<file path="src/rtl/dbg_halt_pkg.sv">
package dbg_halt_pkg;
  localparam int CAUSE_W = 2;
  typedef enum logic [CAUSE_W-1:0] {
    CAUSE_NONE  = 2'b00,
    CAUSE_FAULT = 2'b01,
    CAUSE_BKPT  = 2'b10,
    CAUSE_HALTI = 2'b11
  } halt_cause_e;
endpackage

</file>
<file path="src/rtl/dbg_bkpt_pend.sv">
module dbg_bkpt_pend (
  input  logic clk,
  input  logic rst,
  input  logic bkpt_i,
  input  logic halted_i,
  input  logic take_i,
  output logic pend_o
);
  logic pend_q;

  // Entering a halt always wins over a new trigger.
  always_ff @(posedge clk) begin
    if (rst)                      pend_q <= 1'b0;
    else if (take_i)              pend_q <= 1'b0;
    else if (bkpt_i && !halted_i) pend_q <= 1'b1;
  end

  assign pend_o = pend_q;

  p_pend_set_r3: assert property (@(posedge clk) disable iff (rst)
    (bkpt_i && !halted_i && !take_i) |=> pend_q);
  p_pend_clr_r4: assert property (@(posedge clk) disable iff (rst)
    take_i |=> !pend_q);
endmodule

</file>
<file path="src/rtl/dbg_halt_arb.sv">
module dbg_halt_arb
  import dbg_halt_pkg::*;
(
  input  logic        halted_i,
  input  logic        fault_i,
  input  logic        pend_i,
  input  logic        sample_i,
  input  logic        halt_insn_i,
  input  logic        user_mode_i,
  input  logic        user_halt_en_i,
  output logic        take_o,
  output halt_cause_e cause_o,
  output logic        priv_viol_o
);
  logic insn_blocked;

  assign insn_blocked = user_mode_i && !user_halt_en_i;

  always_comb begin
    take_o      = 1'b0;
    cause_o     = CAUSE_NONE;
    priv_viol_o = 1'b0;
    if (!halted_i) begin
      if (fault_i) begin
        take_o  = 1'b1;
        cause_o = CAUSE_FAULT;
      end else if (pend_i && sample_i) begin
        take_o  = 1'b1;
        cause_o = CAUSE_BKPT;
      end else if (halt_insn_i) begin
        if (insn_blocked) begin
          priv_viol_o = 1'b1;
        end else begin
          take_o  = 1'b1;
          cause_o = CAUSE_HALTI;
        end
      end
    end
  end
endmodule

</file>
<file path="src/rtl/dbg_halt_state.sv">
module dbg_halt_state
  import dbg_halt_pkg::*;
(
  input  logic        clk,
  input  logic        rst,
  input  logic        take_i,
  input  halt_cause_e cause_i,
  input  logic        priv_viol_i,
  input  logic        go_i,
  output logic        halted_o,
  output halt_cause_e cause_o,
  output logic        priv_viol_o,
  output logic        resume_o
);
  logic        halted_q;
  halt_cause_e cause_q;
  logic        pv_q;
  logic        res_q;

  always_ff @(posedge clk) begin
    if (rst) begin
      halted_q <= 1'b0;
      cause_q  <= CAUSE_NONE;
      pv_q     <= 1'b0;
      res_q    <= 1'b0;
    end else begin
      pv_q  <= priv_viol_i;
      res_q <= 1'b0;
      if (halted_q) begin
        if (go_i) begin
          halted_q <= 1'b0;
          cause_q  <= CAUSE_NONE;
          res_q    <= 1'b1;
        end
      end else if (take_i) begin
        halted_q <= 1'b1;
        cause_q  <= cause_i;
      end
    end
  end

  assign halted_o    = halted_q;
  assign cause_o     = cause_q;
  assign priv_viol_o = pv_q;
  assign resume_o    = res_q;

  p_resume_pulse_r8: assert property (@(posedge clk) disable iff (rst)
    res_q |=> !res_q);
  p_pv_no_halt_r6: assert property (@(posedge clk) disable iff (rst)
    pv_q |-> !halted_q);
endmodule

</file>
<file path="src/rtl/dbg_halt_ctrl.sv">
module dbg_halt_ctrl
  import dbg_halt_pkg::*;
(
  input  logic       clk,
  input  logic       rst,
  input  logic       fault_i,
  input  logic       bkpt_i,
  input  logic       halt_insn_i,
  input  logic       user_mode_i,
  input  logic       user_halt_en_i,
  input  logic       sample_i,
  input  logic       go_i,
  output logic       halted_o,
  output logic [1:0] cause_o,
  output logic       priv_viol_o,
  output logic       resume_o
);
  logic        pend;
  logic        take;
  logic        pv_next;
  halt_cause_e cause_next;
  halt_cause_e cause_q;

  dbg_bkpt_pend u_pend (
    .clk      (clk),
    .rst      (rst),
    .bkpt_i   (bkpt_i),
    .halted_i (halted_o),
    .take_i   (take),
    .pend_o   (pend)
  );

  dbg_halt_arb u_arb (
    .halted_i       (halted_o),
    .fault_i        (fault_i),
    .pend_i         (pend),
    .sample_i       (sample_i),
    .halt_insn_i    (halt_insn_i),
    .user_mode_i    (user_mode_i),
    .user_halt_en_i (user_halt_en_i),
    .take_o         (take),
    .cause_o        (cause_next),
    .priv_viol_o    (pv_next)
  );

  dbg_halt_state u_state (
    .clk         (clk),
    .rst         (rst),
    .take_i      (take),
    .cause_i     (cause_next),
    .priv_viol_i (pv_next),
    .go_i        (go_i),
    .halted_o    (halted_o),
    .cause_o     (cause_q),
    .priv_viol_o (priv_viol_o),
    .resume_o    (resume_o)
  );

  assign cause_o = cause_q;

  p_fault_halt_r2: assert property (@(posedge clk) disable iff (rst)
    (!halted_o && fault_i) |=> (halted_o && cause_o == 2'b01));
  p_bkpt_at_sample_r3: assert property (@(posedge clk) disable iff (rst)
    (!halted_o && !fault_i && pend && sample_i) |=> (halted_o && cause_o == 2'b10));
  p_privviol_r6: assert property (@(posedge clk) disable iff (rst)
    (!halted_o && !fault_i && !(pend && sample_i) && halt_insn_i && user_mode_i && !user_halt_en_i)
      |=> (priv_viol_o && !halted_o));
  p_go_resume_r8: assert property (@(posedge clk) disable iff (rst)
    (halted_o && go_i) |=> (!halted_o && resume_o && cause_o == 2'b00));
  p_go_ignored_r9: assert property (@(posedge clk) disable iff (rst)
    (!halted_o && go_i) |=> !resume_o);
  p_hold_r10: assert property (@(posedge clk) disable iff (rst)
    (halted_o && !go_i) |=> (halted_o && $stable(cause_o)));
  p_cause_match_r7: assert property (@(posedge clk) disable iff (rst)
    halted_o == (cause_o != 2'b00));
endmodule

</file>
<file path="config.mk">
export PLATFORM = sky130hd
export DESIGN_NAME = dbg_halt_ctrl
export DESIGN_NICKNAME = d
export VERILOG_FILES = /design/src/rtl/dbg_halt_pkg.sv /design/src/rtl/dbg_bkpt_pend.sv /design/src/rtl/dbg_halt_arb.sv /design/src/rtl/dbg_halt_state.sv /design/src/rtl/dbg_halt_ctrl.sv
export SDC_FILE = /design/constraint.sdc
export NUM_CORES = 1
export LEC_CHECK = 0
export BUFFER_PORTS_ARGS = -buffer_cell sky130_fd_sc_hd__buf_2
export CELL_PAD_IN_SITES_DETAIL_PLACEMENT = 1
export CELL_PAD_IN_SITES_GLOBAL_PLACEMENT = 1
export CORE_AREA = 2 2 39 41
export DETAILED_ROUTE_END_ITERATION = 10
export DIE_AREA = 0 0 41 43
export MAX_ROUTING_LAYER = met4
export PLACE_DENSITY_LB_ADDON = 0.05
export SLEW_MARGIN = 10
export SYNTH_ARGS = -nofsm -noshare
export SYNTH_HDL_FRONTEND = slang
export SYNTH_SLANG_ARGS = --single-unit
export TNS_END_PERCENT = 30
</file>
<file path="constraint.sdc">
create_clock -name clk -period 1.4 [get_ports clk]
set_input_delay 0.07 -clock clk [delete_from_list [all_inputs] [get_ports clk]]
set_output_delay 0.07 -clock clk [all_outputs]
set_load 0.02 [all_outputs]
</file>
### Yosys cells after proc, flatten, opt, wreduce, memory -nomap -nowiden

Cells that the tools add are included.

* shifts and indexed selects: 0
* add/sub/neg operators: 0
* $mul: 0
* divide/modulo/power cells: 0
* reductions and logical operators: 10
* multiplexer cells: 17
* order comparisons: 0
* bitwise gates (word level): 2
* eq/ne operators: 1

Operator list (number)
* $mux 2: 7
* $mux 1: 10
* $reduce_or 5->1: 1
* $reduce_or 2->1: 2
* $logic_and 1x1->1: 3
* $logic_not 1->1: 2
* $ne 2x2->1 const B: 1
* $not 1->1: 2
* $reduce_and 2->1: 1
* $reduce_bool 2->1: 1

* ROM bits: 0
* latch bits: 0
* input bits: 9
* RAM bits: 0
* bits in registers: 6
* output and inout port bits: 5
* memories kept: 0

### Longest topological paths before layout

Gate-level depths: netlist of the first run.

* depth in word-level cells: 9
* gate-level depth with buffers: 4
* gate-level depth less buffers: 4

### By module

A second synthesis of the first run with hierarchy kept.

* cells, all modules: 31
* area total of the unflattened synthesis: 300.3 um^2

By module, submodules not included
* dbg_halt_state: times used 1, cells an instance 17, area an instance 186.4 um^2, sequential area each 100.1 um^2
* dbg_halt_arb: times used 1, cells an instance 10, area an instance 68.8 um^2, sequential area each 0.0 um^2
* dbg_bkpt_pend: times used 1, cells an instance 4, area an instance 45.0 um^2, sequential area each 20.0 um^2

### Worst setup path before layout of the first run

Ideal clock, no wire load.

* kind: register -> register
* start point: register u_state.halted_q, in the netlist u_state.halted_o
* end point: register u_state.cause_q[1], in the netlist u_state.cause_o[1]
* cell stages (with the launch flop): 4
* path buffers: 0
* setup slack: 0.424 ns
* library setup time: 0.122 ns
* data arrival time: 0.854 ns
* cell sequence: dfxtp_1 -> nor2_1 -> o21ai_0 -> a21oi_1

* word-level cells in the longest chain between the ends: 3
* elaborated cells on any way between the ends: 5
* classes of those cells: eq/ne: 1; mux: 2; reduce/logical: 2

Ends and longest elaborated chain
* start: declaration: RTL line dbg_halt_state.sv:15 `logic halted_q;`
* start signal: assignment: RTL line dbg_halt_state.sv:22 `halted_q <= 1'b0;`
* start signal: assignment: RTL line dbg_halt_state.sv:31 `halted_q <= 1'b0;`
* start signal: assignment: RTL line dbg_halt_state.sv:36 `halted_q <= 1'b1;`
* $mux 1: RTL line dbg_halt_arb.sv:23 `if (!halted_i) begin`
* $reduce_bool 2->1 (no source line)
* $reduce_and 2->1 (no source line)
* end signal: assignment: RTL line dbg_halt_state.sv:37 `cause_q <= cause_i;`
* end: declaration: RTL line dbg_halt_state.sv:16 `halt_cause_e cause_q;`

Parallel ways exist; a longest one is shown, timed or not.
A chain may end at the register's enable or synchronous reset.

### Worst setup path after layout of the first run

* start point: register u_state.halted_q, in the netlist u_state.halted_o
* end point: output halted_o

RTL lines
* end: declaration: RTL line dbg_halt_ctrl.sv:13 `output logic halted_o,`

No word-level cell between the ends.

==> flow_summary.toml, run 1 <==
[power]
fin_total_pwr_uw = 429
seq_power_share_pct = 44.4
pwr-share-comb_pct = 17.4
power-per-cell-area_nw_per_um2 = 1150
power_switching_share_pct = 27.3
cellLeakagePower_nw = 0.179
internal_power_uw = 312
share_clk_of_total_power_pct = 38.2
netSwitchingPower_uw = 117
irDropWorstVdd_uv = 325

[setup_path]
worstPathCellList = "buf_2"
critical_path.slowest_cell = "sky130_fd_sc_hd__dfxtp_1"
reg2reg_slack_ps = 430
crit_buf_inv = 1
endpoint_kind = "primary output"
worst_setup_path_start_kind = "flip-flop"
critical_path.startpoint = "u_state.halted_o$_SDFF_PP0_"
worst_path_largest_cell_delay_ps = 440
timing.rr.start = "u_state.halted_o$_SDFF_PP0_"
critical_path_class = "flip-flop to primary output"
crit_fanout = 7
worst_ep_arrival_time_ps = 910
critPathRequiredTime_ps = 1330
crit_family = "flip-flops"

[timing]
report.final.hold_viol_count = 0
tightestPinTransition_ps = 276
layout_min_cycle_time_ps = 977
hold-worst-slack_ps = 42.0
maxSlewHeadroom_pct = 81.5
min_period_over_period_pct = 69.8
rsz0062_at_grt = "false"
max_freq_mhz = 1020
setup_viol_count_final = 0
finalClockSkew_ps = 3.80
totalNegativeSetupSlack_ps = 0
final_max_slew_viol_count = 0

[floorplan]
dieArea_um2 = 1760
floorplan.initialDensity_pct = 19.1
ios = 14
fp.dieW_um = 41
die_height_um = 43
fp.coreArea_um2 = 1380
placementRows = 14

[cts]
clk-insertion-delay-late_ps = 250
hold_buffers = 0
path_clk_slew_ps = 50
clock-sinks = 6
buffer_levels_on_the_longest_clock_path = 2
cts_tree = "yes"
clock_tree.htree_level_count = 1
postCtsSetupBuffers = 0
cts_root_buf = "sky130_fd_sc_hd__clkbuf_4"
post_cts_resize_count = 0
cts-buffers-inserted = 3

[global_route]
overflow_left_after_global_routing = 0
grt_antenna_before_repair = 0
grt_first_pass_wirelength_mm = 1.10
first_global_vias = 272
gr-usage-all-layers_pct = 10.8
grt_start_max_net_pins = 8

[final_layout]
layout.cells.non_filler = 60
fillers = 178
drive_gt1_share_pct = 45.5
stdcell_area_um2 = 372
final_nets = 55
areaGrowthSynthToFinish_pct = 40.8
antenna-diode-count = 0

[detailed_routing]
remaining_drc_errors = 0
first_pass_iteration_count_of_the_detailed_router = 2
drt-wirelength-per-cell_um = 11.0
detailroute.via_count = 268
vias_per_cell = 4.47
drt.antenna.violating_nets = 0
drt-initial-drc-count = 1
routed_wirelength_um = 660

[worst_hold_path]
worstHoldStart = "go_i"
timing.hold.worst.class = "primary input to flip-flop"

[placed_design]
place.detailed.hpwl_um = 513
io_buffer_count = 13
detailed_place.area_um2 = 349
dpl.cell_count = 57
routability_congestion_estimate = 0.656

[logic_synthesis]
flop_and_latch_count_out_of_synthesis = 6
post_synth_num_cell_types = 14
synthesis.area_per_instance_um2 = 9.43
post_synth_inst_count = 28
syn-num-nets = 37
synth-warning-count = 0
yosysSeqAreaShare_pct = 45.5
synth.cell_area_um2 = 264

[flow_run]
max_cap_viol_count = 0

[outcome]
status = "finished clean"
## worst reg2reg max path, stage by stage, from the launching register on
cell and delay [ps]:
sky130_fd_sc_hd__dfxtp_1 440, sky130_fd_sc_hd__inv_1 90, sky130_fd_sc_hd__nor2_1 150, sky130_fd_sc_hd__o21ai_0 90, sky130_fd_sc_hd__a21oi_1 130
## state kept, by name, summed over array words and instances, names as in the netlist
register and flops:
u_state.halted_o 1, u_state.priv_viol_o 1, u_pend.pend_o 1, u_state.resume_o 1, u_state.cause_o 2
## through the flow
step	setup WS, ps	utilization (%)
6_report	423	26.9
2_1_floorplan	424	-
5_1_grt	256	26.9
4_1_cts	402	26.9
3_5_place_dp	432	25.2
3_3_place_gp	441	25.2
## power by group through the flow
stage,logic (mW),clock network [mW],registers [mW]
3_5_place_dp,0.0756,0,0.194
5_1_grt,0.0831,0.186,0.192
6_report,0.0745,0.164,0.190
2_1_floorplan,0.0331,0,0.203
4_1_cts,0.0758,0.179,0.190
3_3_place_gp,0.0753,0,0.194
## final timing paths
kind,cells after the start,endpoint
setup / recovery,1,halted_o
hold / removal,2,u_state.halted_o$_SDFF_PP0_
setup reg to reg,4,u_state.cause_o[1]$_SDFFE_PP0P_
hold reg to reg,2,u_state.cause_o[1]$_SDFFE_PP0P_
## per-layer routing
metal | up-vias | global-route usage (%) | share of wire, % | wire [um]
li1 | 134 | - | - | -
met1 | 120 | 10.5 | 42 | 280
met3 | 2 | 7.85 | 8.9 | 59
met5 | - | - | 0 | 0
met4 | 0 | 8.00 | 1.5 | 10
met2 | 12 | 14.1 | 47 | 310
## cells by family after synthesis
logic type             Yosys count  synth area share (%)
AOI/OAI and AO/OA                9                  25.6
and+or+nand+nor                 11                  26.1
buffers and inverters            2                  2.84
DFF                              6                  45.5
## cells in the final DEF, fill, tap and decap left out
cell type | Yosys | final
sky130_fd_sc_hd__clkbuf_4 | 0 | 3
sky130_fd_sc_hd__a21oi_1 | 4 | 4
sky130_fd_sc_hd__nor3_2 | 1 | 1
sky130_fd_sc_hd__buf_2 | 0 | 13
sky130_fd_sc_hd__a21boi_4 | 1 | 1
sky130_fd_sc_hd__nand2b_1 | 2 | 2
sky130_fd_sc_hd__o32ai_1 | 1 | 1
sky130_fd_sc_hd__dfxtp_1 | 6 | 6
sky130_fd_sc_hd__nor2_1 | 4 | 4
sky130_fd_sc_hd__and4_2 | 1 | 1
sky130_fd_sc_hd__o21ai_0 | 1 | 1
sky130_fd_sc_hd__nand2b_4 | 1 | 1
sky130_fd_sc_hd__inv_1 | 2 | 2
sky130_fd_sc_hd__a31oi_1 | 1 | 1
sky130_fd_sc_hd__a221oi_1 | 1 | 1
sky130_fd_sc_hd__nand2_1 | 2 | 2
## final cells by class
| class | instances | area, um^2 | share of cell area (%) |
|---|---|---|---|
| clock buffer | 3 | 22.5 | 6.06 |
| inverter | 2 | 7.51 | 2.02 |
| multi-input combinational | 20 | 136 | 36.7 |
| sequential | 6 | 120 | 32.3 |
| tap | 16 | 20.0 | 5.39 |
| timing repair buffer | 13 | 65.1 | 17.5 |
## Yosys cell counts, drive strengths merged
cell / number / area, um^2
a21boi: 1 / 18.8
o32ai: 1 / 8.76
dfxtp: 6 / 120
a221oi: 1 / 8.76
a31oi: 1 / 6.26
nor2: 4 / 15.0
nand2b: 3 / 26.3
nor3: 1 / 10.0
o21ai: 1 / 5.00
and4: 1 / 10.0
a21oi: 4 / 20.0
nand2: 2 / 7.51
inv: 2 / 7.51
No activity file was read; power rests on OpenSTA's default activity.
==> run 2, diff against run 1 <==
Clock period 1.4 ns to 0.9 ns, I/O delays scaled along.
==> run 2 against run 1 <==
Net effect:
- the flow now finishes with violations (setup timing)
- sequential power rose by 56%
- sequential share of layout area fell by 2.1 points
- largest cell class unchanged
- global-route usage rose by 0.15 points
- worst setup slack got worse by 470 ps
- register-to-register slack got worse by 480 ps
- routed wire length rose by 18%
- core utilization rose by 3.1 points
- largest power group unchanged
- total power rose by 64%
- clock skew fell by 3.4 ps
- clock power rose by 56%
==> flow_summary.toml, run 2 (synthesized netlist as in run 1, its figures left out) <==
[global_route]
gr-usage-all-layers_pct = 10.9
grt_start_max_net_pins = 8
overflow_left_after_global_routing = 0
grt_first_pass_wirelength_mm = 1.17
first_global_vias = 293
grt_antenna_before_repair = 0

[setup_path]
critPathRequiredTime_ps = 1020
worstPathCellList = "nand2_2, a21boi_4, a21oi_1, o32ai_2"
endpoint_kind = "flip-flop"
critical_path_class = "flip-flop to flip-flop"
crit_family = "compound AO/OA/AOI/OAI gates"
worst_setup_path_start_kind = "flip-flop"
crit_buf_inv = 0
worst_path_largest_cell_delay_ps = 330
critical_path.slowest_cell = "sky130_fd_sc_hd__dfxtp_2"
worst_ep_arrival_time_ps = 1070
crit_fanout = 4

[floorplan]
die_height_um = 43
fp.dieW_um = 41
dieArea_um2 = 1760
floorplan.initialDensity_pct = 19.1
fp.coreArea_um2 = 1380
placementRows = 14
ios = 14

[placed_design]
io_buffer_count = 13
dpl.cell_count = 58
pre_cts_slack_ps = -66.2
detailed_place.area_um2 = 358
routability_congestion_estimate = 0.641
place.detailed.hpwl_um = 553

[cts]
buffer_levels_on_the_longest_clock_path = 2
clock_tree.htree_level_count = 1
cts_tree = "yes"
cts-buffers-inserted = 3
clk-insertion-delay-late_ps = 240
path_clk_slew_ps = 50
cts_root_buf = "sky130_fd_sc_hd__clkbuf_4"
clock-sinks = 6
hold_buffers = 0
postCtsSetupBuffers = 0

[final_layout]
largest_register_ff_count = 2
finish.utilization_pct = 29.9
antenna-diode-count = 0
drive_gt1_share_pct = 60.0
mostFrequentLayoutCells = "sky130_fd_sc_hd__buf_2, sky130_fd_sc_hd__a21oi_1, sky130_fd_sc_hd__dfxtp_1"
final_nets = 56
areaGrowthSynthToFinish_pct = 56.9
layout.cells.non_filler = 61
most_common_library_cell_in_the_layout_ignoring_fill_and_taps = "sky130_fd_sc_hd__buf_2"
stdcell_area_um2 = 414

[timing]
tightestPinTransition_ps = 250
finalClockSkew_ps = 0.413
maxSlewHeadroom_pct = 83.3
max_freq_mhz = 1050
timing.final.ws_setup_ps = -50.8
rsz0062_at_grt = "true"
setup_viol_count_final = 1
layout_min_cycle_time_ps = 951
final_max_slew_viol_count = 0
min_period_over_period_pct = 106
report.final.hold_viol_count = 0

[power]
cellLeakagePower_nw = 0.191
irDropWorstVdd_uv = 723
internal_power_uw = 505
power-per-cell-area_nw_per_um2 = 1700
pwr-share-comb_pct = 21.5
power_switching_share_pct = 28.3
fin_total_pwr_uw = 703
seq_power_share_pct = 42.2
share_clk_of_total_power_pct = 36.3
netSwitchingPower_uw = 199

[detailed_routing]
detailroute.via_count = 283
drt-wirelength-per-cell_um = 12.8
drt-initial-drc-count = 2
first_pass_iteration_count_of_the_detailed_router = 2
remaining_drc_errors = 0
drt.antenna.violating_nets = 0
vias_per_cell = 4.64
routed_wirelength_um = 779

[flow_run]
max_cap_viol_count = 0

[outcome]
failing_checks = "setup timing"
status = "finished, violations left"

[worst_hold_path]
timing.hold.worst.class = "primary input to flip-flop"
run 2: worst paths after layout:
check	startpoint	end	slack (ps)	depth (start not counted)
worst min-delay path	go_i	u_state.halted_o$_SDFF_PP0_	30	2
worst max register to register	u_pend.pend_o$_SDFFE_PP0P_	u_state.cause_o[0]$_SDFFE_PP0P_	-50	4
worst max-delay path	u_pend.pend_o$_SDFFE_PP0P_	u_state.cause_o[0]$_SDFFE_PP0P_	-50	4
worst min register to register	u_state.cause_o[1]$_SDFFE_PP0P_	u_state.cause_o[1]$_SDFFE_PP0P_	510	2
run 2: final cells by class:
class                           instances  area [um^2]
Inverter                                2         7.51
Multi-Input combinational cell         20          156
Fill cell                             170          970
Sequential cell                         6          125
Tap cell                               16         20.0
Clock buffer                            3         22.5
Timing Repair Buffer                   14         82.6
run 2: worst reg2reg max path: stages, from the launching register on:
cell and delay, ps:
sky130_fd_sc_hd__dfxtp_2 330, sky130_fd_sc_hd__nand2_2 60, sky130_fd_sc_hd__a21boi_4 140, sky130_fd_sc_hd__a21oi_1 200
sky130_fd_sc_hd__o32ai_2 100
run 2: metrics by stage:
stage	setup TNS, ps	hold WS (ps)
2_1_floorplan	0	114
3_3_place_gp	-26.5	266
3_5_place_dp	-139	272
4_1_cts	-2.48	19.8
5_1_grt	-197	26.6
6_report	-50.8	26.1
run 2: what timing repair did:
item | CTS | global route
hold endpoints to repair | 0 | 0
setup endpoints to repair | 6 | 5
pin swaps | 1 | 0
resized for setup | 9 | 2
run 2: metal layers:
| layer | part of all wire [%] | global-route usage (%) |
|---|---|---|
| met1 | 34 | 11.0 |
| met2 | 56 | 15.9 |
| met3 | 9.8 | 7.85 |
| met4 | 0.64 | 4.00 |
| met5 | 0 | - |
run 2: power groups by stage:
stage / clock [mW] / combinational (mW) / sequential, mW
floorplan: 0 / 0.0516 / 0.317
global placement: 0 / 0.126 / 0.298
detailed placement: 0 / 0.129 / 0.299
CTS: 0.268 / 0.144 / 0.297
global route: 0.286 / 0.164 / 0.299
finish: 0.256 / 0.151 / 0.297
